`src/rtl/i2c_rx_pkg.sv`:
```
package i2c_rx_pkg;

  typedef enum logic [2:0] {
    ST_IDLE,
    ST_START,
    ST_ADDR,
    ST_AACK,
    ST_DATA,
    ST_MACK,
    ST_STOP
  } rx_state_e;

endpackage

```
`src/rtl/i2c_rx_qtick.sv`:
```
module i2c_rx_qtick #(
  parameter int DIV_W = 8
) (
  input  logic             clk,
  input  logic             rst_n,
  input  logic             en,
  input  logic [DIV_W-1:0] div,
  output logic             tick
);

  logic [DIV_W-1:0] cnt_q;
  logic [DIV_W-1:0] cnt_d;

  assign tick = en && (cnt_q >= div);

  always_comb begin
    if (!en || tick) cnt_d = '0;
    else             cnt_d = cnt_q + DIV_W'(1);
  end

  always_ff @(posedge clk or negedge rst_n) begin
    if (!rst_n) cnt_q <= '0;
    else        cnt_q <= cnt_d;
  end

  AST_IDLE_COUNT_ZERO: assert property (@(posedge clk) disable iff (!rst_n)
    !$past(en) |-> cnt_q == '0);

endmodule

```
`src/rtl/i2c_rx_fifo2.sv`:
```
module i2c_rx_fifo2 (
  input  logic        clk,
  input  logic        rst_n,
  input  logic        push,
  input  logic [7:0]  wdata,
  input  logic        pop1,
  input  logic        pop2,
  output logic [15:0] rdata,
  output logic [1:0]  status,
  output logic        full,
  output logic        fill_evt
);

  logic [1:0] lvl_q, lvl_d, lvl_mid;
  logic [7:0] e0_q, e0_d, e1_q, e1_d;
  logic       do_pop1, do_pop2, do_push;

  assign do_pop2 = pop2 && (lvl_q == 2'd2);
  assign do_pop1 = pop1 && !pop2 && (lvl_q != 2'd0);
  assign do_push = push && (lvl_q != 2'd2);

  always_comb begin
    e0_d = e0_q;
    e1_d = e1_q;
    if (do_pop2)      lvl_mid = 2'd0;
    else if (do_pop1) lvl_mid = lvl_q - 2'd1;
    else              lvl_mid = lvl_q;
    if (do_pop1) e0_d = e1_q;
    if (do_push) begin
      if (lvl_mid == 2'd0) e0_d = wdata;
      else                 e1_d = wdata;
    end
    lvl_d = lvl_mid + {1'b0, do_push};
  end

  always_ff @(posedge clk or negedge rst_n) begin
    if (!rst_n) begin
      lvl_q <= 2'd0;
      e0_q  <= 8'h00;
      e1_q  <= 8'h00;
    end else begin
      lvl_q <= lvl_d;
      e0_q  <= e0_d;
      e1_q  <= e1_d;
    end
  end

  assign full     = (lvl_q == 2'd2);
  assign fill_evt = (lvl_q != 2'd2) && (lvl_d == 2'd2);
  assign status   = {lvl_q == 2'd2, lvl_q != 2'd0};
  assign rdata    = {(lvl_q == 2'd2) ? e1_q : 8'h00, (lvl_q != 2'd0) ? e0_q : 8'h00};

  AST_NO_OVERFLOW: assert property (@(posedge clk) disable iff (!rst_n)
    push |-> lvl_q != 2'd2);
  AST_LEVEL_RANGE: assert property (@(posedge clk) disable iff (!rst_n)
    lvl_q != 2'd3);
  AST_WIDE_POP_EMPTIES: assert property (@(posedge clk) disable iff (!rst_n)
    (pop2 && lvl_q == 2'd2 && !push) |=> lvl_q == 2'd0);

endmodule

```
`src/rtl/i2c_rx_ctrl.sv`:
```
module i2c_rx_ctrl
  import i2c_rx_pkg::*;
#(
  parameter int CNT_W = 8
) (
  input  logic             clk,
  input  logic             rst_n,
  input  logic             go,
  input  logic [6:0]       addr,
  input  logic [CNT_W-1:0] count,
  input  logic             tick,
  input  logic             scl_i,
  input  logic             sda_i,
  input  logic             fifo_full,
  output logic             tick_en,
  output logic             scl_oe,
  output logic             sda_oe,
  output logic             push,
  output logic [7:0]       wdata,
  output logic             busy,
  output logic             done_evt
);

  rx_state_e        st_q, st_d;
  logic [1:0]       qtr_q, qtr_d;
  logic [2:0]       bit_q, bit_d;
  logic [7:0]       sh_q, sh_d;
  logic [CNT_W-1:0] rem_q, rem_d;
  logic             sda_prev_q, sda_prev_d;
  logic [1:0]       scl_sync_q, sda_sync_q;
  logic             scl_s, sda_s, last, stall, slave_hold;

  always_ff @(posedge clk or negedge rst_n) begin
    if (!rst_n) begin
      scl_sync_q <= 2'b11;
      sda_sync_q <= 2'b11;
    end else begin
      scl_sync_q <= {scl_sync_q[0], scl_i};
      sda_sync_q <= {sda_sync_q[0], sda_i};
    end
  end
  assign scl_s = scl_sync_q[1];
  assign sda_s = sda_sync_q[1];

  assign last       = (rem_q == CNT_W'(1));
  assign stall      = (st_q == ST_MACK) && (qtr_q == 2'd1) && fifo_full && !last;
  assign slave_hold = !scl_oe && !scl_s;
  assign tick_en    = (st_q != ST_IDLE) && !stall && !slave_hold;
  assign busy       = (st_q != ST_IDLE);
  assign wdata      = {sh_q[6:0], sda_s};

  always_comb begin
    case (st_q)
      ST_IDLE:  scl_oe = 1'b0;
      ST_START: scl_oe = qtr_q[1];
      default:  scl_oe = !qtr_q[1];
    endcase
  end

  always_comb begin
    if (st_q == ST_IDLE)       sda_oe = 1'b0;
    else if (st_q == ST_START) sda_oe = (qtr_q != 2'd0);
    else if (qtr_q == 2'd0)    sda_oe = sda_prev_q;
    else begin
      case (st_q)
        ST_ADDR: sda_oe = !sh_q[7];
        ST_MACK: sda_oe = !last;
        ST_STOP: sda_oe = (qtr_q != 2'd3);
        default: sda_oe = 1'b0;
      endcase
    end
  end

  always_comb begin
    st_d       = st_q;
    qtr_d      = qtr_q;
    bit_d      = bit_q;
    sh_d       = sh_q;
    rem_d      = rem_q;
    sda_prev_d = sda_prev_q;
    push       = 1'b0;
    done_evt   = 1'b0;
    if (st_q == ST_IDLE) begin
      if (go && (count != '0)) begin
        st_d  = ST_START;
        qtr_d = 2'd0;
        bit_d = 3'd0;
        rem_d = count;
        sh_d  = {addr, 1'b1};
      end
    end else if (tick) begin
      qtr_d = qtr_q + 2'd1;
      if (qtr_q == 2'd3) begin
        sda_prev_d = sda_oe;
        case (st_q)
          ST_START: begin
            st_d  = ST_ADDR;
            bit_d = 3'd0;
          end
          ST_ADDR: begin
            sh_d  = {sh_q[6:0], 1'b0};
            bit_d = bit_q + 3'd1;
            if (bit_q == 3'd7) st_d = ST_AACK;
          end
          ST_AACK: begin
            bit_d = 3'd0;
            st_d  = sda_s ? ST_STOP : ST_DATA;
          end
          ST_DATA: begin
            sh_d  = wdata;
            bit_d = bit_q + 3'd1;
            if (bit_q == 3'd7) begin
              push = 1'b1;
              st_d = ST_MACK;
            end
          end
          ST_MACK: begin
            rem_d = rem_q - CNT_W'(1);
            bit_d = 3'd0;
            st_d  = last ? ST_STOP : ST_DATA;
          end
          ST_STOP: begin
            st_d     = ST_IDLE;
            done_evt = 1'b1;
          end
          default: st_d = ST_IDLE;
        endcase
      end
    end
  end

  always_ff @(posedge clk or negedge rst_n) begin
    if (!rst_n) begin
      st_q       <= ST_IDLE;
      qtr_q      <= 2'd0;
      bit_q      <= 3'd0;
      sh_q       <= 8'h00;
      rem_q      <= '0;
      sda_prev_q <= 1'b0;
    end else begin
      st_q       <= st_d;
      qtr_q      <= qtr_d;
      bit_q      <= bit_d;
      sh_q       <= sh_d;
      rem_q      <= rem_d;
      sda_prev_q <= sda_prev_d;
    end
  end

  AST_NO_BYTE_WHILE_FULL: assert property (@(posedge clk) disable iff (!rst_n)
    (st_q == ST_DATA) |-> !fifo_full);
  AST_STRETCH_HOLD: assert property (@(posedge clk) disable iff (!rst_n)
    (st_q == ST_MACK && qtr_q == 2'd1 && fifo_full && !last) |=> (st_q == ST_MACK && qtr_q == 2'd1));
  AST_SDA_STEADY_HIGH: assert property (@(posedge clk) disable iff (!rst_n)
    ((st_q inside {ST_ADDR, ST_AACK, ST_DATA, ST_MACK}) && !scl_oe && !$past(scl_oe)) |-> $stable(sda_oe));
  AST_COUNT_LIVE: assert property (@(posedge clk) disable iff (!rst_n)
    (st_q inside {ST_DATA, ST_MACK}) |-> rem_q != '0);

endmodule

```
`src/rtl/i2c_rx_master.sv`:
```
module i2c_rx_master #(
  parameter int DIV_W = 8,
  parameter int CNT_W = 8
) (
  input  logic             clk,
  input  logic             rst_n,
  input  logic             go,
  input  logic [6:0]       slv_addr,
  input  logic [CNT_W-1:0] xfer_cnt,
  input  logic [DIV_W-1:0] qtr_div,
  input  logic             scl_i,
  output logic             scl_oe,
  input  logic             sda_i,
  output logic             sda_oe,
  input  logic             rd8,
  input  logic             rd16,
  output logic [15:0]      rd_data,
  output logic [1:0]       fifo_stat,
  input  logic [1:0]       irq_clr,
  output logic             irq_full,
  output logic             irq_done,
  output logic             busy
);

  logic [1:0] rst_sync_q;
  logic       rst_n_s;
  logic       tick, tick_en, push, fifo_full, fill_evt, done_evt;
  logic [7:0] wdata;
  logic       irq_full_d, irq_done_d;

  always_ff @(posedge clk or negedge rst_n) begin
    if (!rst_n) rst_sync_q <= 2'b00;
    else        rst_sync_q <= {rst_sync_q[0], 1'b1};
  end
  assign rst_n_s = rst_sync_q[1];

  i2c_rx_qtick #(.DIV_W(DIV_W)) u_tick (
    .clk  (clk),
    .rst_n(rst_n_s),
    .en   (tick_en),
    .div  (qtr_div),
    .tick (tick)
  );

  i2c_rx_ctrl #(.CNT_W(CNT_W)) u_ctrl (
    .clk      (clk),
    .rst_n    (rst_n_s),
    .go       (go),
    .addr     (slv_addr),
    .count    (xfer_cnt),
    .tick     (tick),
    .scl_i    (scl_i),
    .sda_i    (sda_i),
    .fifo_full(fifo_full),
    .tick_en  (tick_en),
    .scl_oe   (scl_oe),
    .sda_oe   (sda_oe),
    .push     (push),
    .wdata    (wdata),
    .busy     (busy),
    .done_evt (done_evt)
  );

  i2c_rx_fifo2 u_fifo (
    .clk     (clk),
    .rst_n   (rst_n_s),
    .push    (push),
    .wdata   (wdata),
    .pop1    (rd8),
    .pop2    (rd16),
    .rdata   (rd_data),
    .status  (fifo_stat),
    .full    (fifo_full),
    .fill_evt(fill_evt)
  );

  always_comb begin
    irq_full_d = fill_evt || (irq_full && !irq_clr[0]);
    irq_done_d = done_evt || (irq_done && !irq_clr[1]);
  end

  always_ff @(posedge clk or negedge rst_n_s) begin
    if (!rst_n_s) begin
      irq_full <= 1'b0;
      irq_done <= 1'b0;
    end else begin
      irq_full <= irq_full_d;
      irq_done <= irq_done_d;
    end
  end

  AST_DONE_AT_IDLE: assert property (@(posedge clk) disable iff (!rst_n_s)
    $rose(irq_done) |-> !busy);
  AST_FILL_FLAGGED: assert property (@(posedge clk) disable iff (!rst_n_s)
    fill_evt |=> irq_full);

endmodule

```
`config.mk`:
```
export PLATFORM = sky130hd
export DESIGN_NAME = i2c_rx_master
export DESIGN_NICKNAME = d
export VERILOG_FILES = /design/src/rtl/i2c_rx_pkg.sv /design/src/rtl/i2c_rx_qtick.sv /design/src/rtl/i2c_rx_fifo2.sv /design/src/rtl/i2c_rx_ctrl.sv /design/src/rtl/i2c_rx_master.sv
export SDC_FILE = /design/constraint.sdc
export NUM_CORES = 1
export LEC_CHECK = 0
export ABC_AREA = 1
export BUFFER_PORTS_ARGS = -buffer_cell sky130_fd_sc_hd__buf_4
export CAP_MARGIN = 20
export CORE_MARGIN = 4
export CORE_UTILIZATION = 40
export CTS_CLUSTER_DIAMETER = 30
export DETAILED_ROUTE_END_ITERATION = 10
export PLACE_DENSITY = 0.65
export SLEW_MARGIN = 0
export SYNTH_ARGS = -nofsm -noshare
export SYNTH_HDL_FRONTEND = slang
export SYNTH_SLANG_ARGS = --single-unit
```
`constraint.sdc`:
```
create_clock -name clk -period 2.2 [get_ports clk]
set_clock_uncertainty 0.2 [all_clocks]
set_input_delay 0.22 -clock clk [delete_from_list [all_inputs] [get_ports clk]]
set_output_delay 0.22 -clock clk [all_outputs]
set_load 0.1 [all_outputs]
```
### Yosys cells after proc, flatten, opt, wreduce, memory -nomap -nowiden

Cells that the tools add are included.

| cells by class | value |
|---|---|
| $add $sub $neg | 6 |
| magnitude comparators | 1 |
| eq/ne operators | 17 |
| multiplexer cells | 49 |
| bitwise logic cells | 2 |
| reductions and logical operators | 50 |

Operators with widths:

| operator | number |
|---|---|
| 8-bit 2-to-1 mux | 15 |
| 3-bit 2-to-1 mux | 10 |
| 8-bit case mux with 2 select lines | 1 |
| 1-bit logical AND | 15 |
| 3-bit case mux with 5 select lines | 1 |
| 2-bit 2-to-1 mux | 7 |
| 3-bit == test (second input constant) | 4 |
| 1-bit 2-to-1 mux | 12 |
| 4-bit AND reduction | 3 |
| 1-bit zero test | 11 |
| 2-bit nonzero test | 5 |
| 3-bit nonzero test | 3 |
| 8-bit by 1-bit adder with 8-bit output (second input constant) | 1 |
| 8-bit by 1-bit == test with 1-bit output (second input constant) | 1 |
| 8-bit greater-or-equal comparator | 1 |
| 8-bit nonzero test | 1 |
| 8-bit by 1-bit subtractor with 8-bit output (second input constant) | 1 |
| 2-bit == test (second input constant) | 3 |
| 3-bit by 2-bit == test with 1-bit output (second input constant) | 2 |
| 2-bit inequality test (second input constant) | 3 |
| 3-bit by 1-bit inequality test with 1-bit output (second input constant) | 2 |
| 3-bit case mux with 2 select lines | 1 |
| 5-bit AND reduction | 1 |
| 2-bit zero test | 2 |
| other kinds (15) | 19 |

| storage, ports and cells | value |
|---|---|
| register bits after elaboration | 59 |
| bits of input ports | 32 |
| output and inout bits | 23 |
| logic and storage cells | 140 |

### Depth between registers and ports, before layout

| depth | value |
|---|---|
| depth in word-level cells | 15 |
| gate-level depth with buffers | 16 |
| mapped depth without buffers | 15 |

### By module

A second synthesis with hierarchy kept.

| second synthesis, totals | value |
|---|---|
| cell total of the unflattened synthesis | 501 |
| area, all modules | 3,797.4 um^2 |

By module, submodules not included:

| module | instances | cells an instance | area an instance (um^2) | seq. area each (um^2) |
|---|---|---|---|---|
| i2c_rx_ctrl | 1 | 266 | 1,965.6 | 730.7 |
| i2c_rx_fifo2 | 1 | 149 | 1,098.6 | 450.4 |
| i2c_rx_qtick | 1 | 73 | 599.3 | 200.2 |
| i2c_rx_master | 1 | 13 | 133.9 | 100.1 |

### Worst setup path after synthesis

Ideal clock, no wire load.

| timing path | value |
|---|---|
| kind | register to output |
| from | register u_fifo.lvl_q[0] |
| to | output port rd_data[0] |
| data arrival time | 2,025 ps |
| data required time | 1,780 ps |
| setup slack | -245 ps |
| stages on the path, launching flop included | 5 |
| buffers on the path | 1 |
| cells stage by stage | dfrtp_1 -> inv_1 -> ha_1 -> buf_4 -> nor2_1 |

| on the way | value |
|---|---|
| word-level cells in the longest chain between the ends | 2 |

RTL lines:

| element | line | RTL |
|---|---|---|
| start, declared | i2c_rx_fifo2.sv:14 | `logic [1:0] lvl_q, lvl_d, lvl_mid;` |
| start signal, assigned | i2c_rx_fifo2.sv:42 | `lvl_q <= lvl_d;` |
| 2-bit nonzero test | i2c_rx_fifo2.sv:51 | `assign rdata = {(lvl_q == 2'd2) ? e1_q : 8'h00, (lvl_q != 2'd0) ? e0_q : 8'h00};` |
| 8-bit 2-to-1 mux | i2c_rx_fifo2.sv:51 |  |
| end, declared | i2c_rx_master.sv:17 | `output logic [15:0] rd_data,` |

No other way between the ends.

### Final worst setup path

| timing path | value |
|---|---|
| from | register u_tick.cnt_q[1] |
| to | register irq_full |

| on the way | value |
|---|---|
| word-level cells in the longest chain between the ends | 9 |

RTL lines:

| element | line | RTL |
|---|---|---|
| start, declared | i2c_rx_qtick.sv:11 | `logic [DIV_W-1:0] cnt_q;` |
| start signal, assigned | i2c_rx_qtick.sv:23 | `else cnt_q <= cnt_d;` |
| 8-bit greater-or-equal comparator | i2c_rx_qtick.sv:14 | `assign tick = en && (cnt_q >= div);` |
| 1-bit logical AND | i2c_rx_qtick.sv:14 |  |
| 1-bit 2-to-1 mux | i2c_rx_ctrl.sv:91 | `end else if (tick) begin` |
| 1-bit 2-to-1 mux | i2c_rx_ctrl.sv:83 | `if (st_q == ST_IDLE) begin` |
| 1-bit logical AND | i2c_rx_fifo2.sv:20 | `assign do_push = push && (lvl_q != 2'd2);` |
| 2-bit by 1-bit adder with 2-bit output | i2c_rx_fifo2.sv:33 | `lvl_d = lvl_mid + {1'b0, do_push};` |
| named net u_fifo.lvl_d[0] | i2c_rx_fifo2.sv:14 |  |
| 2-bit == test | i2c_rx_fifo2.sv:49 | `assign fill_evt = (lvl_q != 2'd2) && (lvl_d == 2'd2);` |
| 1-bit logical AND | i2c_rx_fifo2.sv:49 |  |
| 1-bit logical OR | i2c_rx_master.sv:78 | `irq_full_d = fill_evt \|\| (irq_full && !irq_clr[0]);` |
| named net irq_full_d | i2c_rx_master.sv:29 | `logic irq_full_d, irq_done_d;` |
| end signal, assigned | i2c_rx_master.sv:87 | `irq_full <= irq_full_d;` |
| end, declared | i2c_rx_master.sv:20 | `output logic irq_full,` |

The timed path passes the listed nets, and every way through them passes these cells.
A chain may end at the register's enable or synchronous reset.

==> results.txt <==
----------------------------------------------------
[Outcome]
  Status ... complete, no violations

[Power and ir drop]
  Peak VDD IR ... 668 uV
  LEAKAGE ... 2.66 nW
  Power per cell area ... 968 nW/um2

[CTS]
  Insertion delay to the later sink of the worst-skew pair ... 0.34 ns
  Deepest level of the CTS H-tree ... 3
  Clock buffer count from CTS ... 9
  Sinks on Clock Net ... 59
  Worst-case clock buffer depth ... 2
  CTS tree ... done
  Clock slew at reported path FFs ... 0.08 ns
  Clock Root Buffer ... clkbuf_8

[Cells and area]
  Number of filler cells placed in the layout ... 844
  Area overhead of the layout relative to synthesis ... 30.4%
  Final net count ... 652
  Summed area of non-filler cells in the final layout ... 4860 um2
  Fraction of final layout cells with drive strength greater than 1 ... 26.7%
  Total inserted antenna cells ... 0

[STA]
  Worst hold slack ... 0.00851 ns
  Number of pins with negative max-slew slack in the final report ... 0
  RSZ-0062 raised after global routing ... yes
  Final setup slack of the worst path ... 0.0931 ns
  Period utilisation layout ... 95.8%
  Shortest period the worst path allows ... 2.11 ns
  Maximum achievable frequency ... 475 MHz
  Setup violations, final ... 0
  Number of hold violations in the final report ... 0

[Routing]
  Remaining design rule violation count ... 0
  Mean number of vias per cell ... 4.96
  DR iter-0 viols ... 181
  Post-detailed-routing wire length ... 9.22 mm
  DRT antenna net count ... 0
  Total vias in the final route ... 3543
  First-pass detailed-route iteration total ... 5
  Detailed-route wire length per cell ... 12.9 um

[Setup path]
  Data required time at the worst endpoint ... 2.27 ns
  R2r setup slk ... 0.09 ns
  Crit Path Max Fanout ... 5
  CP Class ... flop to flop
  Endpoint class of the critical path ... flop
  Signal arrival time at the worst endpoint ... 2.18 ns
  Sort of element at the start of the critical path ... flop

[Logic synthesis]
  Share of flip-flops with an asynchronous set or reset after synthesis ... 100%
  Synthesized instance count ... 510
  Mapped cell area ... 3730 um2
  Combinational family with the most area after synthesis ... simple AND/OR/NAND/NOR gates
  Main synth FF type ... dfrtp_1
  Portion of the post-synthesis area used by sequential elements ... 39.7%
  Post-Synth Adder-Cell Area ... 6.38%
  Post-synthesis mux area share ... 0%
  Complex-gate fraction of the synthesized area ... 7.18%
  Synthesis warning total ... 0
  Synthesized net count ... 561
  #FFs+latches synth ... 59
  Synthesized-area fraction occupied by xor and xnor cells ... 0.705%
  Simple-gate portion of the synthesized area ... 35.8%
  Synth cell types ... 37
  Count of flip-flops with a built-in enable after synthesis ... 0
  Syn_area_per_cell ... 7.31 um2

[Die]
  Initial core utilization ... 41.9%
  Core Region ... 8890 um2
  Die Area ... 10900 um2
  Die extent in x ... 105 um
  Count of pins on the block boundary ... 55
  Cell Rows ... 34
  Die Span Y ... 105 um

[Global route]
  Maximum number of pins on one net before global-route repair ... 39
  Gr usage total ... 17.2%
  Global-route wire length before repair ... 15.7 mm
  Number of global-route vias before repair ... 3491
  Number of antenna violations at the first check in global routing ... 0
  Overall overflow remaining after global route ... 0

[Place]
  Dpl ws ... 0.0177 ns
  Final HPWL from detailed placement ... 6.68 mm
  Port Buffer Count ... 54
  Placer Congestion ... 0.862
  Post-DP Area ... 4350 um2

[Job]
  Reported max-cap violation count ... 0

[Min path]
  Hold crit path type ... input port to flop

----------------------------------------------------
worst max-delay path, stage by stage (launching register included):
cell and delay [ns]:
dfrtp_1 0.42, ha_4 0.28, nand2_1 0.05, nand3_1 0.08, nand2_1 0.05, nand2_1 0.07
nand2_2 0.08, nand2_4 0.10, nand3_4 0.13, nor2_8 0.15, ha_4 0.21, nor2_4 0.09
nand2_1 0.05, o21ai_1 0.07
synth_stat cells (3+ instances only):
library cell  number  area, um2
xor2_1             3       26.3
nor2_1            50        188
clkbuf_1           4       15.0
ha_1              19        238
buf_2              4       20.0
dfstp_2            4        105
inv_2              4       15.0
nand2_1          153        574
dfrtp_1           55       1380
a21oi_1           14       70.1
nand2_2            6       37.5
nand4_1           13       81.3
nand3_2            5       50.1
o22ai_1            3       18.8
nor2_2             4       25.0
nand3_1           52        260
buf_6              5       56.3
inv_1             64        240
o21ai_0           25        125
nor3_1             3       15.0
layout make-up:
type                       count  area (um2)  area share, %
tap                          108         135           2.78
inverter                      68         258           5.30
clock inverter                 6        65.1           1.34
sequential                    59        1490           30.6
timing repair buffer          96         776           16.0
clock buffer                  10         138           2.83
multi-input combinational    367        2000           41.2
power breakdown:
part	switching [mW]	internal, mW	total, mW
Sequential	0.203	1.27	1.47
Clock	0.470	0.551	1.02
Combinational	1.38	0.835	2.21
metal layers:
layer / global-route usage (%) / wire (um) / share of wire, %
met4: 7.22 / 180 / 2.0
met1: 23.0 / 4220 / 46
met2: 27.4 / 4290 / 47
met5: 0 / 0 / 0
met3: 3.08 / 530 / 5.7
cells by family after synthesis:
| logic type | count (synthesis) |
|---|---|
| adders and majority gates | 19 |
| DFF | 59 |
| and+or+nand+nor | 295 |
| buffers and inverters | 84 |
| other | 1 |
| xor gates and xnor gates | 3 |
| AOI/OAI and AO/OA | 49 |
final timing paths:
path / from / end / depth (start not counted)
max in group asynchronous: rst_n / rst_sync_q[1] / 3
max reg2reg: u_tick.cnt_q[1] / irq_full / 13
min in group asynchronous: rst_sync_q[1] / u_tick.cnt_q[4] / 0
min reg2reg: rst_sync_q[1] / u_tick.cnt_q[4] / 0
min: slv_addr[5] / u_ctrl.sh_q[6] / 5
max: u_tick.cnt_q[1] / irq_full / 13
state kept, by name, summed over array words and instances (netlist names), 2 cells and up:
signal	cells
rst_sync_q	2
u_ctrl.bit_q	3
u_ctrl.qtr_q	2
u_ctrl.rem_q	8
u_ctrl.scl_sync_q	2
u_ctrl.sda_sync_q	2
u_ctrl.sh_q	8
u_ctrl.st_q	3
u_fifo.e0_q	8
u_fifo.e1_q	8
u_fifo.lvl_q	2
u_tick.cnt_q	8
cells in the final DEF, fill, tap and decap left out, drive strengths merged, types with 10 or more instances in the layout:
cell | netlist | layout
nand2 | 161 | 161
ha | 19 | 19
o21ai | 27 | 27
clkbuf | 4 | 10
nand3 | 58 | 58
buf | 12 | 90
a21oi | 14 | 14
dfrtp | 55 | 55
nor2 | 56 | 56
inv | 68 | 68
nand4 | 13 | 13
timing repair:
action | CTS | global route
setup endpoints to repair | 1 | 42
endpoints found under the hold margin | 6 | 0
pin swaps | 1 | 12
hold buffers | 6 | 0
gates resized for setup | 10 | 33
setup buffers | 4 | 7
metrics by stage:
stage | power (mW) | std cells | setup TNS, ns | util [%]
floorplan | 2.88 | 510 | -4.22 | -
finish | 4.71 | 714 | 0 | 54.7
global route | 5.07 | 714 | -0.183 | 54.7
CTS | 4.59 | 707 | 0 | 52.5
detailed placement | 3.46 | 681 | 0 | 48.9
global placement | 3.41 | 681 | 0 | 48.9
No activity file was read; power rests on OpenSTA's default activity.
